[src/rtl/spi_regfront_pkg.sv]
package spi_regfront_pkg;

  typedef enum logic [3:0] {
    RG_CTRL   = 4'd0,
    RG_CFG    = 4'd1,
    RG_IRQEN  = 4'd2,
    RG_STATUS = 4'd3,
    RG_TXPORT = 4'd4,
    RG_RXPORT = 4'd5,
    RG_DMA    = 4'd6,
    RG_PERIOD = 4'd7,
    RG_TEST   = 4'd8
  } reg_idx_e;

  localparam int NUM_REGS = 9;

  localparam int ST_TX_EMPTY = 0;
  localparam int ST_TX_SPACE = 1;
  localparam int ST_RX_READY = 2;
  localparam int ST_RX_FULL  = 3;
  localparam int ST_TX_FULL  = 4;
  localparam int ST_RX_OVF   = 6;
  localparam int ST_DONE     = 7;

  localparam logic [31:0] RX_POISON = 32'hDEAD_BEEF;

endpackage

[src/rtl/spi_rf_fifo.sv]
module spi_rf_fifo #(
  parameter int W     = 32,
  parameter int DEPTH = 64
) (
  input  logic         clk,
  input  logic         rst,
  input  logic         clr,
  input  logic         push,
  input  logic [W-1:0] wdata,
  input  logic         pop,
  output logic [W-1:0] rdata,
  output logic         empty,
  output logic         full
);
  localparam int AW = $clog2(DEPTH);
  localparam int CW = AW + 1;

  logic [W-1:0]  mem [DEPTH];
  logic [AW-1:0] wp_q, rp_q;
  logic [CW-1:0] cnt_q;
  logic          do_push, do_pop;

  assign full    = (cnt_q == CW'(DEPTH));
  assign empty   = (cnt_q == '0);
  assign do_push = push && !full && !clr;
  assign do_pop  = pop && !empty && !clr;
  assign rdata   = mem[rp_q];

  always_ff @(posedge clk) begin
    if (do_push) mem[wp_q] <= wdata;
  end

  always_ff @(posedge clk) begin
    if (rst || clr) begin
      wp_q  <= '0;
      rp_q  <= '0;
      cnt_q <= '0;
    end else begin
      if (do_push) wp_q <= wp_q + 1'b1;
      if (do_pop)  rp_q <= rp_q + 1'b1;
      case ({do_push, do_pop})
        2'b10:   cnt_q <= cnt_q + 1'b1;
        2'b01:   cnt_q <= cnt_q - 1'b1;
        default: cnt_q <= cnt_q;
      endcase
    end
  end

endmodule

[src/rtl/spi_rf_status.sv]
module spi_rf_status
  import spi_regfront_pkg::*;
#(
  parameter int DATA_W = 32
) (
  input  logic              clk,
  input  logic              rst,
  input  logic              clr,
  input  logic              tx_empty,
  input  logic              tx_full,
  input  logic              rx_empty,
  input  logic              rx_full,
  input  logic              ovf_set,
  input  logic              done_set,
  input  logic              w1c_en,
  input  logic [DATA_W-1:0] w1c_mask,
  input  logic [DATA_W-1:0] irq_en,
  output logic [DATA_W-1:0] status_o,
  output logic              irq_o
);
  logic ovf_q, done_q, irq_q;
  logic ovf_clr, done_clr;

  assign ovf_clr  = w1c_en && w1c_mask[ST_RX_OVF];
  assign done_clr = w1c_en && w1c_mask[ST_DONE];

  always_ff @(posedge clk) begin
    if (rst || clr) begin
      ovf_q  <= 1'b0;
      done_q <= 1'b0;
    end else begin
      ovf_q  <= ovf_set  || (ovf_q  && !ovf_clr);
      done_q <= done_set || (done_q && !done_clr);
    end
  end

  always_comb begin
    status_o              = '0;
    status_o[ST_TX_EMPTY] = tx_empty;
    status_o[ST_TX_SPACE] = !tx_full;
    status_o[ST_RX_READY] = !rx_empty;
    status_o[ST_RX_FULL]  = rx_full;
    status_o[ST_TX_FULL]  = tx_full;
    status_o[ST_RX_OVF]   = ovf_q;
    status_o[ST_DONE]     = done_q;
  end

  always_ff @(posedge clk) begin
    if (rst) irq_q <= 1'b0;
    else     irq_q <= |(status_o & irq_en);
  end

  assign irq_o = irq_q;

endmodule

[src/rtl/spi_regfront.sv]
module spi_regfront
  import spi_regfront_pkg::*;
#(
  parameter int ADDR_W     = 8,
  parameter int DATA_W     = 32,
  parameter int FIFO_DEPTH = 64
) (
  input  logic              clk,
  input  logic              rst,
  input  logic [ADDR_W-1:0] reg_addr,
  input  logic              reg_we,
  input  logic [DATA_W-1:0] reg_wdata,
  input  logic              reg_re,
  output logic [DATA_W-1:0] reg_rdata,
  output logic              irq_o,
  output logic              tx_valid_o,
  output logic [DATA_W-1:0] tx_data_o,
  input  logic              tx_pop_i,
  input  logic              rx_push_i,
  input  logic [DATA_W-1:0] rx_data_i,
  input  logic              xfer_done_i,
  output logic [DATA_W-1:0] ctrl_o,
  output logic [DATA_W-1:0] cfg_o,
  output logic              soft_rst_o
);
  localparam int IDX_W = ADDR_W - 2;

  logic [IDX_W-1:0]  idx;
  logic [DATA_W-1:0] ctrl_q, cfg_q, irqen_q, dma_q, period_q, test_q;
  logic [DATA_W-1:0] rdata_q, status_w, rx_head;
  logic              soft_q, enabled, soft_go;
  logic              wr_ctrl, wr_tx, wr_stat, rd_rx;
  logic              tx_empty, tx_full, rx_empty, rx_full;

  assign idx     = reg_addr[ADDR_W-1:2];
  assign enabled = ctrl_q[0];
  assign wr_ctrl = reg_we && (idx == IDX_W'(RG_CTRL));
  assign wr_tx   = reg_we && (idx == IDX_W'(RG_TXPORT)) && enabled;
  assign wr_stat = reg_we && (idx == IDX_W'(RG_STATUS));
  assign rd_rx   = reg_re && (idx == IDX_W'(RG_RXPORT)) && enabled && !rx_empty;
  assign soft_go = wr_ctrl && !reg_wdata[0];

  always_ff @(posedge clk) begin
    if (rst) ctrl_q <= '0;
    else if (wr_ctrl) ctrl_q <= reg_wdata;
  end

  always_ff @(posedge clk) begin
    if (rst || soft_go) begin
      cfg_q    <= '0;
      irqen_q  <= '0;
      dma_q    <= '0;
      period_q <= '0;
      test_q   <= '0;
    end else if (reg_we) begin
      case (idx)
        IDX_W'(RG_CFG):    cfg_q    <= reg_wdata;
        IDX_W'(RG_IRQEN):  irqen_q  <= reg_wdata;
        IDX_W'(RG_DMA):    dma_q    <= reg_wdata;
        IDX_W'(RG_PERIOD): period_q <= reg_wdata;
        IDX_W'(RG_TEST):   test_q   <= reg_wdata;
        default: ;
      endcase
    end
  end

  always_ff @(posedge clk) begin
    if (rst) soft_q <= 1'b0;
    else     soft_q <= soft_go;
  end

  spi_rf_fifo #(.W(DATA_W), .DEPTH(FIFO_DEPTH)) u_txf (
    .clk(clk), .rst(rst), .clr(soft_go),
    .push(wr_tx), .wdata(reg_wdata),
    .pop(tx_pop_i), .rdata(tx_data_o),
    .empty(tx_empty), .full(tx_full)
  );

  spi_rf_fifo #(.W(DATA_W), .DEPTH(FIFO_DEPTH)) u_rxf (
    .clk(clk), .rst(rst), .clr(soft_go),
    .push(rx_push_i), .wdata(rx_data_i),
    .pop(rd_rx), .rdata(rx_head),
    .empty(rx_empty), .full(rx_full)
  );

  spi_rf_status #(.DATA_W(DATA_W)) u_stat (
    .clk(clk), .rst(rst), .clr(soft_go),
    .tx_empty(tx_empty), .tx_full(tx_full),
    .rx_empty(rx_empty), .rx_full(rx_full),
    .ovf_set(rx_push_i && rx_full), .done_set(xfer_done_i),
    .w1c_en(wr_stat), .w1c_mask(reg_wdata),
    .irq_en(irqen_q), .status_o(status_w), .irq_o(irq_o)
  );

  always_ff @(posedge clk) begin
    if (rst) begin
      rdata_q <= '0;
    end else if (reg_re) begin
      case (idx)
        IDX_W'(RG_CTRL):   rdata_q <= ctrl_q;
        IDX_W'(RG_CFG):    rdata_q <= cfg_q;
        IDX_W'(RG_IRQEN):  rdata_q <= irqen_q;
        IDX_W'(RG_STATUS): rdata_q <= status_w;
        IDX_W'(RG_RXPORT): rdata_q <= !enabled ? '0 :
                                      (rx_empty ? DATA_W'(RX_POISON) : rx_head);
        IDX_W'(RG_DMA):    rdata_q <= dma_q;
        IDX_W'(RG_PERIOD): rdata_q <= period_q;
        IDX_W'(RG_TEST):   rdata_q <= test_q;
        default:           rdata_q <= '0;
      endcase
    end
  end

  assign reg_rdata  = rdata_q;
  assign tx_valid_o = !tx_empty;
  assign ctrl_o     = ctrl_q;
  assign cfg_o      = cfg_q;
  assign soft_rst_o = soft_q;

endmodule

[config.mk]
export PLATFORM = sky130hd
export DESIGN_NAME = spi_regfront
export DESIGN_NICKNAME = d
export VERILOG_FILES = /design/src/rtl/spi_regfront_pkg.sv /design/src/rtl/spi_rf_fifo.sv /design/src/rtl/spi_rf_status.sv /design/src/rtl/spi_regfront.sv
export SDC_FILE = /design/constraint.sdc
export NUM_CORES = 2
export LEC_CHECK = 0
export BUFFER_PORTS_ARGS = -buffer_cell sky130_fd_sc_hd__buf_2
export CAP_MARGIN = 15
export CORE_UTILIZATION = 60
export CTS_CLUSTER_DIAMETER = 120
export DETAILED_ROUTE_END_ITERATION = 10
export GPL_TIMING_DRIVEN = 0
export PLACE_DENSITY = 0.76
export SKIP_LAST_GASP = 1
export SYNTH_ARGS = -nofsm -noshare
export SYNTH_HDL_FRONTEND = slang
export SYNTH_SLANG_ARGS = --single-unit
[constraint.sdc]
create_clock -name clk -period 5.05 [get_ports clk]
set_input_delay 1.01 -clock clk [delete_from_list [all_inputs] [get_ports clk]]
set_output_delay 1.01 -clock clk [all_outputs]
set_load 0.05 [all_outputs]
After elaboration in Yosys (flattened, before gate mapping). Memories as Yosys holds them, arrays and structs flattened. A register that Yosys moved wholly into a read port is not among the register bits. Index checks and enable logic that the tools add are counted.

Memories kept: 2. Flip-flop bits (word level): 266. Bits in writable memories: 4096. Input bits: 79. Output and inout bits: 131.

Memories: u_rxf.mem (depth 64, width 32, rd ports 1, clocked after Yosys merged registers in 1, wr ports 1, line spi_rf_fifo.sv:18) `logic [W-1:0] mem [DEPTH];`; u_txf.mem (depth 64, width 32, rd ports 1, clocked after Yosys merged registers in 1, wr ports 1, line spi_rf_fifo.sv:18).

Equality and inequality tests: 14. Reduce and logical (&&, ||, !) cells: 43. Bitwise gates (word level): 1. Muxes and demuxes: 13. Add/sub/neg operators: 8.

Operators by type and width (number): case mux 32 bit (8 select lines) (1); 2-to-1 mux 32 bit (2); bitwise AND 8 x 32 -> 32 bit (1); OR reduction 32 bit (1); case mux 7 bit (2 select lines) (2); adder 6 x 1 -> 6 bit (second input constant) (4); == test 6 x 3 -> 1 bit (second input constant) (4); 2-to-1 mux 6 bit (4); logical AND 1 bit (21); adder 7 x 1 -> 7 bit (second input constant) (2); == test 7 bit (second input constant) (2); logical NOT 7 bit (2); subtractor 7 x 1 -> 7 bit (second input constant) (2); == test 6 x 2 -> 1 bit (second input constant) (2); AND reduction 2 bit (5); logical NOT 1 bit (8); == test 6 x 1 -> 1 bit (second input constant) (1); == test 6 x 4 -> 1 bit (second input constant) (1); logical NOT 6 bit (1); == test 2 x 1 -> 1 bit (second input constant) (2); == test 2 bit (second input constant) (2); 2-to-1 mux 1 bit (4); nonzero test 2 bit (2); logical OR 1 bit (3).

Logic depth before layout (Yosys ltp).
Depth in word-level cells: 8. Depth in mapped cells: 16.

Hierarchy. Synthesis repeated with hierarchy kept, for this count alone.

Cell total of the unflattened synthesis: 8376. Area total of the unflattened synthesis: 169192.3 um^2.

By module, submodules not included: spi_rf_fifo (u_rxf) (cells an instance 3501, area each 79429.9 um^2, instances 1, seq. area each 61999.5 um^2); spi_rf_fifo (u_txf) (cells an instance 3572, area each 79216.0 um^2, instances 1, seq. area each 61999.5 um^2); spi_regfront (cells an instance 1257, area each 10177.3 um^2, instances 1, seq. area each 4504.3 um^2); spi_rf_status (cells an instance 46, area each 369.1 um^2, instances 1, seq. area each 60.1 um^2).

Worst setup path before layout. No wires, ideal clock.

Path type: input -> register. Start: input reg_addr[5]. End: memory u_txf.mem[57][0] (enable). Path slack: 770 ps. Stages on the path: 7. Arrival time: 3859 ps. Setup time: 421 ps. Cells stage by stage: nor4b_4 nand4_1 nor2_1 inv_1 nor2_1 nand3b_1 nor2_1.

Longest elaborated chain between the ends: 7. Elaborated cells on any way between the ends: 11.

Ends and longest elaborated chain: from (decl) (line spi_regfront.sv:10) `input logic [ADDR_W-1:0] reg_addr,`; == test 6 x 3 -> 1 bit / logical NOT 6 bit (equally long branches) (line spi_regfront.sv:38, spi_regfront.sv:37); logical AND 1 bit (on tied branches) (line spi_regfront.sv:38, spi_regfront.sv:37); logical AND 1 bit (on tied branches) (line spi_regfront.sv:38, spi_regfront.sv:41); logical AND 1 bit / logical NOT 1 bit (equally long branches) (line spi_rf_fifo.sv:25) `assign do_push = push && !full && !clr;`; logical AND 1 bit * (line spi_rf_fifo.sv:25); 2-to-1 mux 1 bit * (line spi_rf_fifo.sv:30) `if (do_push) mem[wp_q] <= wdata;`; 2-to-1 mux 1 bit (not written as such) * (line spi_rf_fifo.sv:30); to (decl) (line spi_rf_fifo.sv:18).

Mark *: on every way between the ends. The rest lies on a longest branch, timed or not.

==> impl_results.md <==
- Status: complete, but fails checks
- Violations in the final reports: DRC, setup timing
- RSZ-0062 raised after global routing: yes
- Synth unique cells: 70
- Largest net degree at the start of global routing: 72
- Slew HR: roughly 5%
- Antenna violations before repair: 55
- Critical Path RT: just over 4000 ps
- Worst Hold Depth: 3
- Yosys warns: 0
- GRT Residual Overflow: 0
- Final Instance Count excl. Fillers: about 13000
- Avg Inst Size Synth: between 20 and 25 sq um
- Synth area leader: edfxtp_1
- Worst Skew: 70.77 ps
- Die Ht: 532.3 um
- Number of synthesized flops with an enable pin: between 4000 and 5000
- Residual DRC count: 42
- Initial Utilization: between 60% and 70%
- Cell repeated most along the worst path: mux4_2
- Synthesized Nets: 8264
- Via count: ~96000
- Total GRT Usage: 37.24%
- #FFs+latches synth: around 4400
- Pint: roughly 57 mW
- CP Launch Type: register
- Final setup fails: 31
- Port buffer count: around 210
- Fin nets: approximately 9000
- Peak Freq: about 190 MHz
- Critical Path Sink Type: primary output
- Drt wl/cell: roughly 42 um
- Max Transition Viols Final: 0
- Final setup TNS: -2916 ps
- DP Cell Count: 12280
- Max clock buf depth: 4
- Cts hold-fix bufs: 0
- Synthesized area: 0.1687 sq mm
- Pwr dens: between 300 and 400 mW/mm^2
- Die ar.: 0.2834 sq mm
- Post-layout util: between 60% and 70%
- IO Count: 210
- Final instance area: between 0.15 and 0.2 sq mm
- Tmin final: ~5200 ps
- TritonCTS Buffers: approximately 420
- Crit-path slowest cell: mux4_2
- Reg clk slew, reported paths: around 60 ps
- Gate Count Post-Synth: ~8200
- Synth area leaders: edfxtp_1 73%, mux4_2 14%, dfxtp_1 3.3%, mux2i_1 2.7%, nand2_1 1.2%
- Tcrit/Tclk final: 103.5%
- Die Span X: roughly 530 um
- WL final: 550.9 mm
- Clk sink count: ~4400
- Post-route ant nets: 0
- Clk root buf: clkbuf_16
- Final hold vios: 0
- Filler Cells Inserted: roughly 16000
- Leak Pwr: 58.72 nW
- CP max FO: 10
- Register-to-Register Path Depth: 8
- Clock power share: 43.3%
- Max incr delay on CP: about 730 ps
- Power share of the combinational group: between 1.5 and 2%
- Placed Area: 0.1790 sq mm
- Vias/cell: roughly 7.3
- Async set or reset register ratio after synthesis: 0%
- Switch Pwr: ~15 mW
- Layout cells sized above 1: roughly a quarter
- H-tree depth: 5
- Worst vdd ir: between 0.3 and 0.4 mV
- Crit Path Category: reg -> out
- Switch share: about a fifth
- Synth-to-layout area growth: 14.83%
- # rows: 194
- Initial drt markers: between 15000 and 20000
- First-pass GRT wire length: about 720 mm
- Core ar.: about 0.28 sq mm
- Post-synthesis sequential area ratio: between 70% and 80%
- Placer Congestion: around 0.93
- Worst Hold Class: in -> reg
- Seq pwr share: 55.1%
- First drt pass iteration count: 11
- Ys flop type: edfxtp_1
- CTS tree: yes
- Tot Pwr: 71.97 mW
- Max-cap viol count: 0
- Detailed placement HPWL: 328.7 mm
- Number of global-route vias before repair: 92650
- Tightest Pin Transition: 1425 ps
- Critical-path cell list: buf_12 > buf_12 > buf_8 > mux4_2 > mux4_2 > mux4_2 > buf_2
- Clk Latency, worst-skew pair: approximately 1000 ps
- Final WS setup: -175.3 ps
- Arrival time at the worst endpoint: between 4000 and 5000 ps
- Top cell type's share of synthesized area: ~73%
-- worst paths after layout --
path | end | slack (ps) | from
min | u_stat.done_q | 300 | xfer_done_i
max | tx_data_o[26] | -180 | register
min reg2reg | test_q[13] | 460 | test_q[13]
max reg2reg | reg_rdata[0] | 140 | register
-- power by group through the flow --
| stage | Clock (mW) | Sequential [mW] | Combinational (mW) |
|---|---|---|---|
| 2_1_floorplan | 0 | 40.5 | 0.203 |
| 3_3_place_gp | 0 | 40.5 | 0.926 |
| 3_5_place_dp | 0 | 40.4 | 1.07 |
| 4_1_cts | 30.8 | 39.7 | 1.08 |
| 5_1_grt | 32.3 | 39.6 | 1.19 |
| 6_report | 31.1 | 39.7 | 1.18 |
-- layout make-up --
class | instances | area, sq um | area share (%)
well taps | 3724 | 4659 | 2.405
diodes | 24 | 60.06 | 0.03100
inverters | 14 | 52.55 | 0.02712
multi-input cells | 3303 | 38820 | 20.04
clock inverters | 234 | 2120 | 1.094
clock buffers | 533 | 11160 | 5.759
plain buffers | 482 | 3173 | 1.638
repair buffers | 409 | 5141 | 2.653
flip-flops and latches | 4374 | 128600 | 66.36
-- per-stage QoR --
step	setup WS (ps)	hold WS (ps)
5_1_grt	-138.7	313.6
2_1_floorplan	770.3	435.7
3_3_place_gp	-2917	441.4
3_5_place_dp	-861.0	448.6
4_1_cts	-25.74	266.9
6_report	-175.3	301.4
-- placed cells by master (no fill, tap or decap), types with 24 or more instances in the layout --
cell	netlist	routed
a21oi_1	292	290
a22oi_1	230	230
buf_1	54	39
buf_12	0	185
buf_2	86	242
buf_4	92	117
buf_6	13	31
bufinv_16	0	27
clkbuf_1	240	274
clkbuf_16	0	427
clkbuf_2	0	25
clkinv_1	1	83
clkinv_2	0	76
dfxtp_1	278	275
diode_2	0	24
edfxtp_1	4096	4096
mux2_2	39	39
mux2i_1	454	446
mux4_2	1028	1028
nand2_1	527	527
nand3_1	39	39
nor2_1	237	109
nor2_4	0	128
nor2b_1	28	28
o21ai_0	53	52
-- sequential cells by signal (all words and copies together), names as in the netlist, 7 cells and up, named ones only --
signal / cells
cfg_o: 32
ctrl_o: 32
dma_q: 32
irqen_q: 32
period_q: 32
reg_rdata: 32
test_q: 32
u_rxf.cnt_q: 7
u_rxf.mem: 2048
u_txf.cnt_q: 7
u_txf.mem: 2048
-- per-layer routing --
layer  wire length, um  vias to the layer above  global-route usage [%]  share of wire, %
met5               497                        -                  0.2362             0.090
met4             53060                       56                   27.85               9.6
met3             72640                     2383                   9.479                13
met2            257200                     9238                   58.33                47
met1            167500                    48660                   45.11                30
li1                  -                    35490                       -                 -
-- worst max-delay path, delay by kind of cell, from the launching register on --
family	cells	cell delay (ps)
multiplexers	3	1900
flip-flops	1	440
buffers and inverters	4	870
-- cell families after synthesis --
group	count (synthesis)	share of synthesized area, %
flip-flops	4374	76.19
adder cells (fa/ha/maj)	9	0.06674
buffers and inverters	499	1.436
XOR/XNOR	28	0.1453
AO/OA/AOI/OAI	760	2.934
AND/OR/NAND/NOR	985	2.552
multiplexers	1521	16.67
-- synthesized netlist by cell type (all sizes together) (16+ instances only) --
cell     count
a2111oi     22
a211oi      18
a21oi      292
a22o        22
a22oi      230
buf        245
clkbuf     240
dfxtp      278
edfxtp    4096
mux2        39
mux2i      454
mux4      1028
nand2      527
nand2b      17
nand3       39
nand4       23
nor2       237
nor2b       28
nor4        23
o21ai       53
o22ai       16
o2bb2ai     23
o31ai       18
xor2        20
-- what timing repair did --
item / 4_1_cts / 5_1_grt
pin swaps: 0 / 0
endpoints found under the setup margin: 32 / 32
buffers inserted: 2 / 1
gates cloned: 0 / 4
gates resized for setup: 272 / 76
No activity file was read; power rests on OpenSTA's default activity.
